## src/rtl/vid_pkg.sv

```systemverilog
package vid_pkg;
  typedef enum logic [1:0] {ENC_NONE, ENC_SHADOW, ENC_REAL} enc_e;
  typedef enum logic [1:0] {ACT_UNDEF, ACT_DATA, ACT_TRAP} act_e;
  typedef enum logic [1:0] {SRC_ZERO, SRC_SHADOW, SRC_REAL} src_e;
  localparam logic [3:0] COPROC_SYS = 4'hF;
  localparam logic [7:0] TRAP_SYN   = 8'h03;
endpackage

```

## src/rtl/vid_enc_decode.sv

```systemverilog
module vid_enc_decode
  import vid_pkg::*;
#(
  parameter logic [2:0] SHADOW_OPC1 = 3'd4,
  parameter logic [2:0] REAL_OPC1   = 3'd0
) (
  input  logic [3:0] coproc_i,
  input  logic [2:0] opc1_i,
  input  logic [3:0] crn_i,
  input  logic [3:0] crm_i,
  input  logic [2:0] opc2_i,
  output enc_e       enc_o
);
  logic base_hit;
  assign base_hit = (coproc_i == COPROC_SYS) && (crn_i == '0) && (crm_i == '0) && (opc2_i == '0);

  always_comb begin
    enc_o = ENC_NONE;
    if (base_hit && opc1_i == SHADOW_OPC1)    enc_o = ENC_SHADOW;
    else if (base_hit && opc1_i == REAL_OPC1) enc_o = ENC_REAL;
  end
endmodule

```

## src/rtl/vid_access_policy.sv

```systemverilog
module vid_access_policy
  import vid_pkg::*;
#(
  parameter bit HAS_HYP = 1'b1
) (
  input  enc_e       enc_i,
  input  logic       write_i,
  input  logic [1:0] priv_i,
  input  logic       hyp_en_i,
  input  logic       trap_en_i,
  input  logic       non_secure_i,
  output act_e       act_o,
  output src_e       src_o,
  output logic       wr_en_o
);
  always_comb begin
    act_o   = ACT_UNDEF;
    src_o   = SRC_ZERO;
    wr_en_o = 1'b0;
    if (enc_i != ENC_NONE) begin
      unique case (priv_i)
        2'd0: act_o = ACT_UNDEF;
        2'd1: begin
          if (hyp_en_i && trap_en_i) begin
            act_o = ACT_TRAP;
          end else if (enc_i == ENC_REAL && !write_i) begin
            act_o = ACT_DATA;
            src_o = hyp_en_i ? SRC_SHADOW : SRC_REAL;
          end
        end
        default: begin
          if (enc_i == ENC_REAL) begin
            if (!write_i) begin
              act_o = ACT_DATA;
              src_o = SRC_REAL;
            end
          end else if (priv_i == 2'd3 && !HAS_HYP) begin
            // no hypervisor level: shadow aliases the real ID, writes dropped
            act_o = ACT_DATA;
            src_o = write_i ? SRC_ZERO : SRC_REAL;
          end else if (priv_i == 2'd2 || non_secure_i) begin
            act_o   = ACT_DATA;
            wr_en_o = write_i;
            src_o   = write_i ? SRC_ZERO : SRC_SHADOW;
          end
        end
      endcase
    end
  end
endmodule

```

## src/rtl/vid_access_unit.sv

```systemverilog
module vid_access_unit
  import vid_pkg::*;
#(
  parameter int            DATA_W  = 32,
  parameter int            SYN_W   = 8,
  parameter logic [31:0]   REAL_ID = 32'h4A1F_C0D3,
  parameter bit            HAS_HYP = 1'b1
) (
  input  logic              clk_i,
  input  logic              rst_ni,
  input  logic              req_valid_i,
  input  logic              req_write_i,
  input  logic [3:0]        coproc_i,
  input  logic [2:0]        opc1_i,
  input  logic [3:0]        crn_i,
  input  logic [3:0]        crm_i,
  input  logic [2:0]        opc2_i,
  input  logic [1:0]        priv_i,
  input  logic              hyp_en_i,
  input  logic              hyp_wide_i,
  input  logic              trap_en_i,
  input  logic              non_secure_i,
  input  logic [DATA_W-1:0] wdata_i,
  output logic              rsp_valid_o,
  output logic [DATA_W-1:0] rdata_o,
  output logic              undef_o,
  output logic              trap_o,
  output logic              trap_wide_o,
  output logic [SYN_W-1:0]  syndrome_o
);
  localparam logic [DATA_W-1:0] RESET_VAL = DATA_W'(REAL_ID);
  localparam logic [SYN_W-1:0]  SYN_VAL   = SYN_W'(TRAP_SYN);

  enc_e              enc;
  act_e              act;
  src_e              src;
  logic              wr_en;
  logic [DATA_W-1:0] shadow_q;
  logic [DATA_W-1:0] rd_mux;

  vid_enc_decode u_dec (
    .coproc_i(coproc_i), .opc1_i(opc1_i), .crn_i(crn_i),
    .crm_i(crm_i), .opc2_i(opc2_i), .enc_o(enc)
  );

  vid_access_policy #(.HAS_HYP(HAS_HYP)) u_pol (
    .enc_i(enc), .write_i(req_write_i), .priv_i(priv_i),
    .hyp_en_i(hyp_en_i), .trap_en_i(trap_en_i), .non_secure_i(non_secure_i),
    .act_o(act), .src_o(src), .wr_en_o(wr_en)
  );

  always_comb begin
    unique case (src)
      SRC_SHADOW: rd_mux = shadow_q;
      SRC_REAL:   rd_mux = RESET_VAL;
      default:    rd_mux = '0;
    endcase
  end

  always_ff @(posedge clk_i or negedge rst_ni) begin
    if (!rst_ni)                   shadow_q <= RESET_VAL;
    else if (req_valid_i && wr_en) shadow_q <= wdata_i;
  end

  always_ff @(posedge clk_i or negedge rst_ni) begin
    if (!rst_ni) begin
      rsp_valid_o <= 1'b0;
      undef_o     <= 1'b0;
      trap_o      <= 1'b0;
      trap_wide_o <= 1'b0;
      syndrome_o  <= '0;
      rdata_o     <= '0;
    end else begin
      rsp_valid_o <= req_valid_i && act == ACT_DATA;
      undef_o     <= req_valid_i && act == ACT_UNDEF;
      trap_o      <= req_valid_i && act == ACT_TRAP;
      trap_wide_o <= req_valid_i && act == ACT_TRAP && hyp_wide_i;
      syndrome_o  <= (req_valid_i && act == ACT_TRAP) ? SYN_VAL : '0;
      rdata_o     <= req_valid_i ? rd_mux : '0;
    end
  end

  assert_one_rsp_R2: assert property (@(posedge clk_i) disable iff (!rst_ni)
    req_valid_i |=> $countones({rsp_valid_o, undef_o, trap_o}) == 1);
  assert_idle_R2: assert property (@(posedge clk_i) disable iff (!rst_ni)
    !req_valid_i |=> !rsp_valid_o && !undef_o && !trap_o);
  assert_lvl0_undef_R3: assert property (@(posedge clk_i) disable iff (!rst_ni)
    req_valid_i && priv_i == 2'd0 |=> undef_o);
  assert_trap_syn_R4: assert property (@(posedge clk_i) disable iff (!rst_ni)
    trap_o |-> syndrome_o == SYN_VAL);
  assert_shadow_load_R6: assert property (@(posedge clk_i) disable iff (!rst_ni)
    req_valid_i && wr_en |=> shadow_q == $past(wdata_i));
  assert_bad_coproc_R9: assert property (@(posedge clk_i) disable iff (!rst_ni)
    req_valid_i && coproc_i != COPROC_SYS |=> undef_o);
  assert_shadow_hold_R10: assert property (@(posedge clk_i) disable iff (!rst_ni)
    !(req_valid_i && wr_en) |=> $stable(shadow_q));
  assert_rdata_zero_R10: assert property (@(posedge clk_i) disable iff (!rst_ni)
    !rsp_valid_o |-> rdata_o == '0);
endmodule

```

## config.mk

```make
export PLATFORM = sky130hd
export DESIGN_NAME = vid_access_unit
export DESIGN_NICKNAME = d
export VERILOG_FILES = /design/src/rtl/vid_pkg.sv /design/src/rtl/vid_enc_decode.sv /design/src/rtl/vid_access_policy.sv /design/src/rtl/vid_access_unit.sv
export SDC_FILE = /design/constraint.sdc
export NUM_CORES = 1
export LEC_CHECK = 0
export BUFFER_PORTS_ARGS = -buffer_cell sky130_fd_sc_hd__buf_4
export CORE_UTILIZATION = 51
export CTS_BUF_LIST = sky130_fd_sc_hd__clkbuf_8
export CTS_CLUSTER_SIZE = 30
export DETAILED_ROUTE_END_ITERATION = 7
export PLACE_DENSITY = 0.82
export SLEW_MARGIN = 10
export SYNTH_ARGS = -nofsm -noshare
export SYNTH_HDL_FRONTEND = slang
export SYNTH_SLANG_ARGS = --single-unit
```

## constraint.sdc

```tcl
create_clock -name clk_i -period 1 [get_ports clk_i]
set_input_delay 0 -clock clk_i [delete_from_list [all_inputs] [get_ports clk_i]]
set_output_delay 0 -clock clk_i [all_outputs]
set_load 0.005 [all_outputs]
```

# ---- After elaboration in Yosys (flattened, before gate mapping)
# Index checks and enable logic that the tools add are counted.
dict set report totals {
  ff_bits 70
  latchBits 0
  ramBits 0
  rom_bits 0
  input_bits 60
  output_inout_bits 44
  elab_cells 62
  memories 0
}
dict set report op_classes {
  add_sub_neg 0
  n_mul 0
  n_div 0
  n_lt_le_gt_ge 0
  n_eq_ne 9
  n_shift 0
  mux 24
  bitwise_logic 0
  n_reduce_logical 22
}
# op n
set op_table {}
lappend op_table {{32-bit one-hot mux with 2 select lines} 1}
lappend op_table {{32-bit two-way mux} 1}
lappend op_table {{2-bit two-way mux} 13}
lappend op_table {{1-bit logical AND} 12}
lappend op_table {{2-bit equality test (second input constant)} 4}
lappend op_table {{4-bit zero test} 2}
lappend op_table {{2-bit one-hot mux with 2 select lines} 2}
lappend op_table {{1-bit two-way mux} 7}
lappend op_table {{2-bit by 1-bit equality test with 1-bit output (second input constant)} 3}
lappend op_table {{3-bit zero test} 2}
lappend op_table {{4-bit equality test (second input constant)} 1}
lappend op_table {{2-bit zero test} 2}
lappend op_table {{3-bit equality test (second input constant)} 1}
lappend op_table {{2-bit nonzero test} 1}
lappend op_table {{2-bit OR reduction} 1}
lappend op_table {{1-bit zero test} 1}
lappend op_table {{1-bit logical OR} 1}

# ---- Depth between registers and ports, before layout
# Gate-level depths: netlist of run 1.
dict set report depth {
  depth_word 16
  mapped_depth 8
  mapped_depth_nobuf 7
}

# ---- Hierarchy
# A second synthesis of run 1 with hierarchy kept.
dict set report unflattened {
  hier_cells 200
  area_unflattened_um2 2788.9
}
# module n_inst cells_each area_each_um2 seq_area_each_um2
set modules_own_cells {}
lappend modules_own_cells {vid_access_unit 1 176 2637.5 1720.4}
lappend modules_own_cells {vid_access_policy 1 16 85.1 0.0}
lappend modules_own_cells {vid_enc_decode 1 8 66.3 0.0}

# ---- Worst setup path before layout of run 1
# Ideal clock, no wire load.
dict set report synth_timing {
  kind {input to register}
  from {input port crm_i[0]}
  to {register rdata_o[14]}
  setup_ps 65
  arrival_ps 2523
  t_required_ps 935
  path_slack_ps -1588
  path_stages 8
  path_buffers 1
  path_cell_list {or4_1 > nor2_4 > nand3_1 > or4_1 > ha_1 > nor3b_1 > clkbuf_1 > a21o_1}
}
dict set report synth_between {
  elab_chain_len 15
  word_cells_on_any_way 19
  cone_classes {eq/ne: 3; mux: 9; reduce/logical: 7}
}
# element line
set synth_rtl {}
lappend synth_rtl {{start, declared} vid_access_unit.sv:16} ;# input logic [3:0] crm_i,
lappend synth_rtl {{4-bit zero test (*)} vid_enc_decode.sv:15} ;# assign base_hit = (coproc_i == COPROC_SYS) && (crn_i == '0) && (crm_i == '0) && (opc2_i == '0);
lappend synth_rtl {{1-bit logical AND (*) (2 in a row)} vid_enc_decode.sv:15}
lappend synth_rtl {{1-bit logical AND} vid_enc_decode.sv:20} ;# else if (base_hit && opc1_i == REAL_OPC1) enc_o = ENC_REAL;
lappend synth_rtl {{2-bit two-way mux} vid_enc_decode.sv:20}
lappend synth_rtl {{2-bit two-way mux (*)} vid_enc_decode.sv:19} ;# if (base_hit && opc1_i == SHADOW_OPC1) enc_o = ENC_SHADOW;
lappend synth_rtl {{2-bit equality test} {vid_access_policy.sv:26, vid_access_policy.sv:32}}
lappend synth_rtl {{1-bit logical AND} vid_access_policy.sv:26} ;# end else if (enc_i == ENC_REAL && !write_i) begin
lappend synth_rtl {{2-bit two-way mux} vid_access_policy.sv:26}
lappend synth_rtl {{2-bit two-way mux} vid_access_policy.sv:24} ;# if (hyp_en_i && trap_en_i) begin
lappend synth_rtl {{2-bit one-hot mux with 2 select lines} vid_access_policy.sv:21} ;# unique case (priv_i)
lappend synth_rtl {{2-bit two-way mux (*)} vid_access_policy.sv:20} ;# if (enc_i != ENC_NONE) begin
lappend synth_rtl {{2-bit equality test / 2-bit by 1-bit equality test with 1-bit output (equally long branches)} vid_access_unit.sv:53} ;# unique case (src)
lappend synth_rtl {{32-bit one-hot mux with 2 select lines (*)} vid_access_unit.sv:53}
lappend synth_rtl {{32-bit two-way mux (*)} vid_access_unit.sv:79} ;# rdata_o <= req_valid_i ? rd_mux : '0;
lappend synth_rtl {{end signal, assigned} vid_access_unit.sv:79}
lappend synth_rtl {{end, declared} vid_access_unit.sv:25} ;# output logic [DATA_W-1:0] rdata_o,
# Mark *: on every way between the ends. The rest lies on a longest branch, timed or not.
# A chain may end at the register's enable or synchronous reset.

# ---- Final worst setup path of run 1
dict set report layout_timing {
  from {input port crn_i[3]}
  to {register rdata_o[3]}
}
dict set report layout_between {
  elab_chain_len 16
  word_cells_on_any_way 20
  cone_classes {eq/ne: 3; mux: 9; reduce/logical: 8}
}
# element line
set layout_rtl {}
lappend layout_rtl {{start, declared} vid_access_unit.sv:15} ;# input logic [3:0] crn_i,
lappend layout_rtl {{4-bit zero test (*)} vid_enc_decode.sv:15}
lappend layout_rtl {{1-bit logical AND (*) (3 in a row)} vid_enc_decode.sv:15}
lappend layout_rtl {{1-bit logical AND} vid_enc_decode.sv:20}
lappend layout_rtl {{2-bit two-way mux} vid_enc_decode.sv:20}
lappend layout_rtl {{2-bit two-way mux (*)} vid_enc_decode.sv:19}
lappend layout_rtl {{2-bit equality test} {vid_access_policy.sv:26, vid_access_policy.sv:32}}
lappend layout_rtl {{1-bit logical AND} vid_access_policy.sv:26}
lappend layout_rtl {{2-bit two-way mux} vid_access_policy.sv:26}
lappend layout_rtl {{2-bit two-way mux} vid_access_policy.sv:24}
lappend layout_rtl {{2-bit one-hot mux with 2 select lines} vid_access_policy.sv:21}
lappend layout_rtl {{2-bit two-way mux (*)} vid_access_policy.sv:20}
lappend layout_rtl {{2-bit equality test / 2-bit by 1-bit equality test with 1-bit output (equally long branches)} vid_access_unit.sv:53}
lappend layout_rtl {{32-bit one-hot mux with 2 select lines (*)} vid_access_unit.sv:53}
lappend layout_rtl {{32-bit two-way mux (*)} vid_access_unit.sv:79}
# Marks and branches as above.

==> flow_summary.ini, run 1 <==
[clock_network]
cts_num_sinks = 68
cts_root_buffer = clkbuf_8
path_clk_slew_ps = 80
clk_latency_ps = 340
htree_levels = 3
cts_buffers = 9
clockBufferDepth = 2
cts_tree = built

[place]
place.port_buffers = 97
dp.cells = 363
routabilityCongestion = 0.736
dpl.hpwl_mm = 3.94
pre_cts_ws_ps = -1430
placed_area_um2 = 3750

[detailed_routing]
first_pass_iters = 4
routed_wl_mm = 7.12
wire_per_inst_um = 16.8
vias_per_cell = 4.95
ant_nets = 0
drt_iter0_drc = 85
via_count = 2100
drcViolationCount = 0

[synthesis]
ys_warn_count = 0
synth_area_per_cell_um2 = 15.0
synth_top_family_by_area = multiplexers
synth_top_area_share_pct = 47.7
yosys.area_share.simple_pct = 10.0
yosysMostFrequentCell = dfrtp_1
synth.distinct_cells = 31
ys_async_sr_fraction_pct = 100
syn_inst = 185
synth_compound_area_share_pct = 5.72
synth-xor-area-share_pct = 0
synth_common_cells = dfrtp_1, mux2_4, and2_1
synth_edf_count = 0
synth_top_area_cell = dfrtp_1
synth_area_um2 = 2780
synthMuxAreaShare_pct = 17.0
synth_seq_cells = 68
synth.top_cells.by_area = dfrtp_1, mux2_4, dfstp_2
yosysSeqAreaShare_pct = 61.9
synth_adder_area_share_pct = 0.900
synth-main-ff-cell = dfrtp_1

[global_routing]
grt_use_total_pct = 25.0
antenna_found_initial = 0
grt_max_degree = 32
gr-total-overflow = 0
grt_pass1_vias = 2208
grt_pass1_wl_mm = 10.3

[die]
dieArea_um2 = 5750
start_util_pct = 53.7
core_um2 = 5170
die_x_um = 75.8
io_pins = 104
die_h_um = 75.8
rows = 26

[critical_path]
path_class = input pin to flip-flop
max_stage_delay_ps = 530
crit_path_frequent_cell = or4_4
critPathRequiredTime_ps = 1280
critPathArrivalTime_ps = 2250
crit_chain = buf_4 -> or4_4 -> nor2_4 -> nand3_2 -> or4_4 -> ha_4 -> nor3b_4 -> buf_6 -> buf_8 -> and2_1
critPathSlowestCell = or4_4
path_max_fanout = 12
worst_setup_path_start_kind = input pin
end_kind = flip-flop

[pwr]
cellPowerDensity_nw_per_um2 = 1370
p_leak_uw = 0.00251
power_uw = 6230
ir_drop_mv = 0.878

[status]
violations = hold timing, setup timing
status = complete, but fails checks

[sta]
max_freq_ghz = 0.508
finalHoldViolCount = 1
fin_crit_sh_pct = 197
timing.final.ws_setup_ps = -969
slew_violations = 0
fin_worst_skew_ps = 9.29
finalSetupViolations = 67
rsz0062_at_grt = yes
whs_ps = -8.43
period_minus_slack_ps = 1970

[layout]
area_delta_synth_final_pct = 64.0
final_cells = 424
fin_nets = 411
finalInstanceArea_um2 = 4560
drive_above_1_share_pct = 57.1
diodes = 0

[job]
timing.max_cap.violations = 0

[hold_path]
hold_path_class = input pin to flip-flop
==> through the flow <==
stage | hold WS [ps] | setup TNS [ps] | util (%)
final | -8.43 | -46810 | 88.1
after global routing | 6.22 | -48990 | 88.1
after CTS | -20.4 | -43130 | 87.3
after global placement | -89.1 | -63420 | 72.6
after detailed placement | -86.7 | -65490 | 72.6
after floorplan | -296 | -52050 | -
==> path summary, 6_finish.rpt <==
check,from,to,slack [ps],cells past startpoint
max,crn_i[3],rdata_o[3]$_DFF_PN0_,-970,10
min,opc1_i[2],rsp_valid_o$_DFF_PN0_,-8,3
max reg2reg,shadow_q[5]$_DFFE_PN0P_,shadow_q[5]$_DFFE_PN0P_,210,1
min reg2reg,shadow_q[8]$_DFFE_PN0P_,rdata_o[8]$_DFF_PN0_,490,1
max in group asynchronous,rst_ni,shadow_q[16]$_DFFE_PN1P_,370,3
min in group asynchronous,rst_ni,shadow_q[11]$_DFFE_PN0P_,100,2
==> registers in the layout (all words and copies together) (netlist names) <==
name,flops
shadow_q,32
rdata_o,32
trap_wide_o,1
rsp_valid_o,1
syndrome_o,1
undef_o,1
==> cells in the final DEF (no fill, tap or decap), types with 2 or more instances in the layout <==
cell           synthesis  final
buf_4                  8    109
dfrtp_1               53     53
dlygate4sd3_1          0     35
mux2_4                30     32
and2_1                17     17
a21o_1                15     15
dfstp_2               15     15
buf_6                  3     11
clkbuf_8               0      9
conb_1                 1      6
nand3_1                5      4
bufinv_16              0      4
buf_12                 0      4
or4_4                  1      3
inv_1                  3      3
nor2_1                 3      3
buf_8                  0      3
nand4_1                2      2
nor3_1                 3      2
a21oi_1                2      2
nor3b_4                0      2
nand2_1                2      2
inv_6                  0      2
==> final cells by class <==
cell class / count / area (µm²)
fillers: 236 / 616
well taps: 70 / 87.6
clock inverters: 7 / 146
multi-input cells: 104 / 1020
inverters: 3 / 11.3
clock buffers: 9 / 124
repair buffers: 163 / 1450
flip-flops and latches: 68 / 1720
==> power breakdown <==
part	internal [µW]	switching, µW	leakage (µW)
combinational	289	168	0.00149
clock	1930	1090	0.000134
sequential	2750	0.804	0.000893
==> cell families after synthesis <==
logic type / count (synthesis)
AO/OA/AOI/OAI: 21
adder cells (fa/ha/maj): 2
buffers and inverters: 18
flip-flops: 68
multiplexers: 32
other: 1
AND/OR/NAND/NOR: 43
==> worst max-delay path, delay by kind of cell <==
kind,cells,cell delay (ps)
adders and majority gates,1,260
buffers and inverters,3,390
and+or+nand+nor,6,1590
==> routing by layer <==
| layer | GRT usage, % | part of all wire, % | vias up | wire length (µm) |
|---|---|---|---|---|
| met1 | 28.3 | 40 | 1060 | 2860 |
| met3 | 5.42 | 3.8 | 15 | 272 |
| met4 | 10.9 | 2.0 | 0 | 140 |
| met2 | 45.2 | 54 | 72 | 3850 |
| li1 | - | - | 953 | - |
| met5 | 0 | 0 | - | 0 |
==> repair_timing <==
item / CTS / global route
cloned: 3 / 0
endpoints found under the hold margin: 93 / 0
buffers inserted: 5 / 5
gates resized for setup: 11 / 15
pin swaps: 14 / 2
hold buffers: 35 / 0
setup endpoints to repair: 64 / 67
Note: power is estimated with default switching activity, not from simulation.
==> inputs of run 2 (changes only) <==
ABC_AREA = 1   (was not set)
CTS_CLUSTER_DIAMETER = 50   (was not set)
==> run 2 against run 1 <==
The run now fails in global routing. Synthesized cell count grew 71%. Synthesized area grew 2.8%.
==> flow_summary.ini, run 2 <==
[sta]
worst_endpoint = rdata_o[0]$_DFF_PN0_/D
endpoint_type = sequential cell input

[place]
pre_cts_ws_ps = -909
placed_area_um2 = 3800
place.port_buffers = 97
dpl.hpwl_mm = 4.51
dp.cells = 490
routabilityCongestion = 0.869

[synthesis]
synth.distinct_cells = 24
synth_top_area_cell = dfrtp_1
synth_edf_count = 0
synth_top_area_share_pct = 46.4
synth_area_per_cell_um2 = 9.04
yosysMostFrequentCell = nand2_1
synth_area_um2 = 2860
synth.top_cells.by_area = dfrtp_1, dfstp_2, nand2_1
synth-main-ff-cell = dfrtp_1
synth_seq_cells = 68
syn_inst = 316
ys_warn_count = 0
ys_async_sr_fraction_pct = 100
synth_common_cells = nand2_1, dfrtp_1, nand3_1
yosysSeqAreaShare_pct = 60.2

[die]
io_pins = 104
die_x_um = 76.9
start_util_pct = 54.6
die_h_um = 76.9
rows = 26

[clock_network]
htree_levels = 3
clockBufferDepth = 2
cts_num_sinks = 68
cts_root_buffer = clkbuf_8
cts_buffers = 9

[status]
stop_error = [ERROR DPL-0038] Utilization greater than 100%, impossible to legalize
status = stopped before the end
stop_stage = global routing

[global_routing]
grt_max_degree = 33
[run 2: cell count changes after synthesis, moves of 15 or more]
cell     before  now
a21o_1       15    0
and2_1       17    0
inv_1         3   27
mux2_4       30    0
nand2_1       2   96
nand3_1       5   51
nor2_1        3   32
[run 2: cells by family after synthesis]
family / share of synthesized area, %
AOI/OAI and AO/OA: 0.963
buffers and inverters: 9.11
and+or+nand+nor: 28.7
other: 0.131
DFF: 60.2
adders and majority gates: 0.876
[run 2: what timing repair did]
item | CTS
hold buffers | 36
endpoints found under the hold margin | 94
pin swaps | 13
gates resized for setup | 47
setup endpoints to repair | 64
cloned | 6
setup buffers | 10
[run 2: stage by stage]
stage	utilization, %	hold slack [ps]
after CTS	91.4	20.2
after floorplan	-	-296
after global placement	72.6	-82.7
after detailed placement	72.6	-81.0
==> inputs of run 3 (changes only) <==
CORE_UTILIZATION = 40   (was 51)
CTS_BUF_LIST = not set   (was sky130_fd_sc_hd__clkbuf_8)
CTS_CLUSTER_DIAMETER = not set   (was 50)
CTS_CLUSTER_SIZE = not set   (was 30)
PLACE_DENSITY = not set   (was 0.82)
PLACE_DENSITY_LB_ADDON = 0.15   (was not set)
==> run 3 against run 2 <==
The flow now finishes, with violations (setup timing). Synthesized area is the same. Synthesized cell count unchanged.
==> flow_summary.ini, run 3 <==
[place]
place.port_buffers = 97
pre_cts_ws_ps = -981
dpl.hpwl_mm = 4.34
routabilityCongestion = 0.747
placed_area_um2 = 3850

[clock_network]
cts_tree = built
cts_buffers = 9
path_clk_slew_ps = 70
clk_latency_ps = 340
cts_root_buffer = clkbuf_8
htree_levels = 3
cts_num_sinks = 68
clockBufferDepth = 2

[sta]
whs_ps = 6.80
finalSetupViolations = 66
fin_worst_skew_ps = 11.4
period_minus_slack_ps = 1610
rsz0062_at_grt = yes
fin_crit_sh_pct = 161
timing.final.ws_setup_ps = -605
finalHoldViolCount = 0
max_freq_ghz = 0.623
slew_violations = 0

[global_routing]
grt_pass1_vias = 2631
grt_use_total_pct = 22.2
antenna_found_initial = 0
grt_pass1_wl_mm = 12.4
gr-total-overflow = 0
grt_max_degree = 40

[synthesis]
synth_common_cells = nand2_1, dfrtp_1, nand3_1
synth_area_per_cell_um2 = 9.04
syn_inst = 316
synth_top_area_cell = dfrtp_1
synth-main-ff-cell = dfrtp_1
synth_area_um2 = 2860
synth_top_area_share_pct = 46.4
synth_edf_count = 0
synth.distinct_cells = 24
ys_warn_count = 0
synth.top_cells.by_area = dfrtp_1, dfstp_2, nand2_1
ys_async_sr_fraction_pct = 100
yosysSeqAreaShare_pct = 60.2
synth_seq_cells = 68
yosysMostFrequentCell = nand2_1

[die]
core_um2 = 6830
dieArea_um2 = 7490
io_pins = 104
start_util_pct = 41.8
die_h_um = 86.5
die_x_um = 86.5
rows = 30

[layout]
diodes = 0
final_common_cell = buf_4
finalInstanceArea_um2 = 5240
fin_util_pct = 76.7
area_delta_synth_final_pct = 83.3
largestRegisters = rdata_o: 32 flops, shadow_q: 32 flops
drive_above_1_share_pct = 52.9
fin_nets = 552
most-common-layout-cells = buf_4, nand2_1, dfrtp_1

[detailed_routing]
drt_iter0_drc = 90
via_count = 2777
first_pass_iters = 4
vias_per_cell = 4.70
ant_nets = 0
drcViolationCount = 0
routed_wl_mm = 8.24
wire_per_inst_um = 13.9

[status]
status = complete, but fails checks
violations = setup timing

[critical_path]
r2r_start = shadow_q[1]$_DFFE_PN1P_
path_class = input pin to flip-flop
end_kind = flip-flop
critPathLaunch = opc1_i[1]
critPathArrivalTime_ps = 1880
critPathRequiredTime_ps = 1270
path_max_fanout = 5
worst_setup_path_start_kind = input pin

[hold_path]
hp-start = req_valid_i
hold_path_class = input pin to flip-flop

[pwr]
p_leak_uw = 0.00259
ir_drop_mv = 0.622
power_uw = 6110
cellPowerDensity_nw_per_um2 = 1170

[job]
timing.max_cap.violations = 0
==> run 3: cell counts after synthesis <==
Identical to the previous run, type by type.
==> run 3: repair_timing <==
item,4_1_cts,5_1_grt
endpoints found under the setup margin,64,67
setup buffers,10,7
hold buffers,36,0
hold endpoints to repair,104,0
pin swaps,7,26
gates cloned,7,1
gates resized for setup,43,70
==> run 3: power breakdown <==
group / switching [µW] / internal [µW] / leakage [µW] / total (µW)
sequential: 0.677 / 2750 / 0.000893 / 2750
clock: 1080 / 1730 / 0.000122 / 2800
combinational: 230 / 325 / 0.00158 / 554
==> run 3: path summary, 6_finish.rpt <==
kind,slack (ps),cells after the start,end
worst max-delay path,-610,13,rdata_o[18]$_DFF_PN0_
worst min-delay path,7,3,trap_wide_o$_DFF_PN0_
worst max register to register,240,2,rdata_o[1]$_DFF_PN0_
worst min register to register,480,2,shadow_q[4]$_DFFE_PN1P_
max in group asynchronous,560,3,shadow_q[18]$_DFFE_PN1P_
min in group asynchronous,160,3,rdata_o[26]$_DFF_PN0_
==> run 3: metrics by stage <==
step	setup TNS [ps]	instances
after detailed placement	-51710	515
after floorplan	-22010	321
after global routing	-33760	591
final	-29380	591
after global placement	-47850	515
after CTS	-25620	584
==> run 3: per-layer routing <==
| metal | global-route usage, % | share of wire (%) | vias up |
|---|---|---|---|
| met5 | 0 | 0 | - |
| met4 | 7.12 | 2.0 | 0 |
| met3 | 6.00 | 4.8 | 15 |
| met2 | 38.0 | 52 | 112 |
| met1 | 27.2 | 41 | 1327 |
| li1 | - | - | 1323 |
==> run 3: area by class of cell <==
class | instances | area [µm²]
clock buffer | 10 | 138
clock inverter | 6 | 111
fill | 482 | 1590
inverter | 29 | 111
multi-input combinational | 205 | 1310
sequential | 68 | 1720
tap | 96 | 120
timing repair buffer | 177 | 1720
==> run 3: kinds of logic after synthesis <==
kind of cell,count (synthesis),synth area share [%]
buffers and inverters,51,9.11
AO/OA/AOI/OAI,5,0.963
adder cells (fa/ha/maj),2,0.876
other,1,0.131
AND/OR/NAND/NOR,189,28.7
flip-flops,68,60.2
==> run 3: critical path: stages <==
cell       delay (ps)
buf_6              90
or2_4             250
nor2_4             80
nand4_1           200
nor2_2            230
nand2_2            90
a21oi_2           180
ha_4              220
nor2_4            100
buf_12            160
clkbuf_16         160
nand3_2            60
nand2_1            60
==> inputs of run 4 (changes only) <==
CORE_UTILIZATION = 45   (was 40)
==> run 4 against run 3 <==
The flow still finishes with violations (setup timing). Via count rose by 5.9%. Power fell by 11%. Combinational power decreased by 0.7%. Flip-flop and latch count stayed put. Non-clock buffer count grew 5. Routed wire length grew 19%. Design area fell by 2.5%. Clock-buffer cell count is 3 higher. Sequential share of layout area up 0.83 points. Largest cell class is now sequential cells. Highest routed layer unchanged.
==> flow_summary.ini, run 4 (synthesis gave the netlist of run 3 again) <==
[critical_path]
path_max_fanout = 5
path_class = input pin to flip-flop
critPathLaunch = opc1_i[0]
r2r_cells = 2
worst_setup_path_start_kind = input pin
end_kind = flip-flop
critPathArrivalTime_ps = 1840
critPathRequiredTime_ps = 1280
r2r_start = shadow_q[30]$_DFFE_PN1P_

[sta]
period_minus_slack_ps = 1550
slew_violations = 0
fin_crit_sh_pct = 155
finalSetupViolations = 68
finalHoldViolCount = 0
fin_worst_skew_ps = 6.10
rsz0062_at_grt = yes
setup_tns_ps = -31430
max_freq_ghz = 0.644
timing.final.ws_setup_ps = -553

[clock_network]
cts_num_sinks = 68
path_clk_slew_ps = 80
cts_tree = built
htree_levels = 3
clockBufferDepth = 2
cts_root_buffer = clkbuf_8
clk_latency_ps = 340
cts_buffers = 9

[detailed_routing]
drcViolationCount = 0
routed_wl_mm = 9.81
ant_nets = 0
drt_iter0_drc = 139
via_count = 2940
vias_per_cell = 5.10
wire_per_inst_um = 17.0
first_pass_iters = 4

[die]
dieArea_um2 = 6670
die_x_um = 81.7
die_h_um = 81.7
core_um2 = 6030
io_pins = 104
start_util_pct = 47.4
rows = 28

[pwr]
p_leak_uw = 0.00255
cellPowerDensity_nw_per_um2 = 1070
power_uw = 5460
ir_drop_mv = 1.15

[layout]
finalInstanceArea_um2 = 5110
area_delta_synth_final_pct = 78.8
register_area_um2 = 1720
final_common_cell = buf_4
diodes = 0
fin_util_pct = 84.8
multiInputGateArea_um2 = 1310
most-common-layout-cells = buf_4, nand2_1, dfrtp_1
final_cells = 576
fillerInstances = 333
fin_nets = 558
largestRegisters = rdata_o: 32 flops, shadow_q: 32 flops
drive_above_1_share_pct = 51.3

[global_routing]
grt_pass1_vias = 2846
grt_pass1_wl_mm = 13.7
antenna_found_initial = 0
gr-total-overflow = 0
grt_max_degree = 41
grt_use_total_pct = 28.3

[place]
dp.cells = 493
routabilityCongestion = 0.831
placed_area_um2 = 3780
dpl.hpwl_mm = 4.41
place.port_buffers = 97

[status]
status = complete, but fails checks
violations = setup timing

[hold_path]
hold_path_class = input pin to async pin

[job]
timing.max_cap.violations = 0
==> run 4: through the flow <==
| stage | worst slack [ps] | hold slack (ps) |
|---|---|---|
| after floorplan | -691 | -296 |
| after global placement | -840 | -141 |
| after detailed placement | -974 | -137 |
| after CTS | -507 | 10.4 |
| after global routing | -633 | 35.2 |
| final | -553 | 44.8 |
==> run 4: layout make-up <==
type                            count  share of cell area (%)
Inverter                           29                    2.13
Clock buffer                       13                    3.31
Sequential cell                    68                    33.7
Multi-Input combinational cell    206                    25.6
Tap cell                           75                    1.84
Timing Repair Buffer              182                    33.0
Clock inverter                      3                   0.392
==> run 4: critical path: stages <==
cell	delay [ps]
buf_6	90
or2_4	250
nor2_4	90
nand4_1	170
buf_4	190
nor2_4	90
inv_1	100
ha_4	260
nor2_4	150
buf_6	150
buf_6	130
nand3_1	90
nand2_1	70
==> run 4: power by group <==
part	switching, µW	internal (µW)
Combinational	237	313
Clock	1050	1100
Sequential	0.631	2750
==> run 4: repair_timing <==
item,in CTS,in global routing
resized for setup,60,51
setup buffers,23,4
endpoints found under the hold margin,92,0
hold buffers,36,0
gates cloned,7,1
setup endpoints to repair,64,68
pin swaps,11,25
==> run 4: worst paths after layout <==
| path | to | slack, ps |
|---|---|---|
| max | rdata_o[30]$_DFF_PN0_ | -550 |
| min reg2reg | shadow_q[4]$_DFFE_PN1P_ | 470 |
| min | rdata_o[7]$_DFF_PN0_ | 40 |
| max in group asynchronous | shadow_q[1]$_DFFE_PN1P_ | 410 |
| min in group clk_i | trap_wide_o$_DFF_PN0_ | 50 |
| max reg2reg | rdata_o[30]$_DFF_PN0_ | 190 |
==> run 4: routing by layer <==
layer	share of wire, %	GRT usage [%]	routed length [µm]	up-vias
met5	0	0	0	-
met4	4.2	10.2	416	0
met3	5.5	6.22	535	32
met2	54	51.2	5310	138
met1	36	32.9	3550	1437
li1	-	-	-	1333
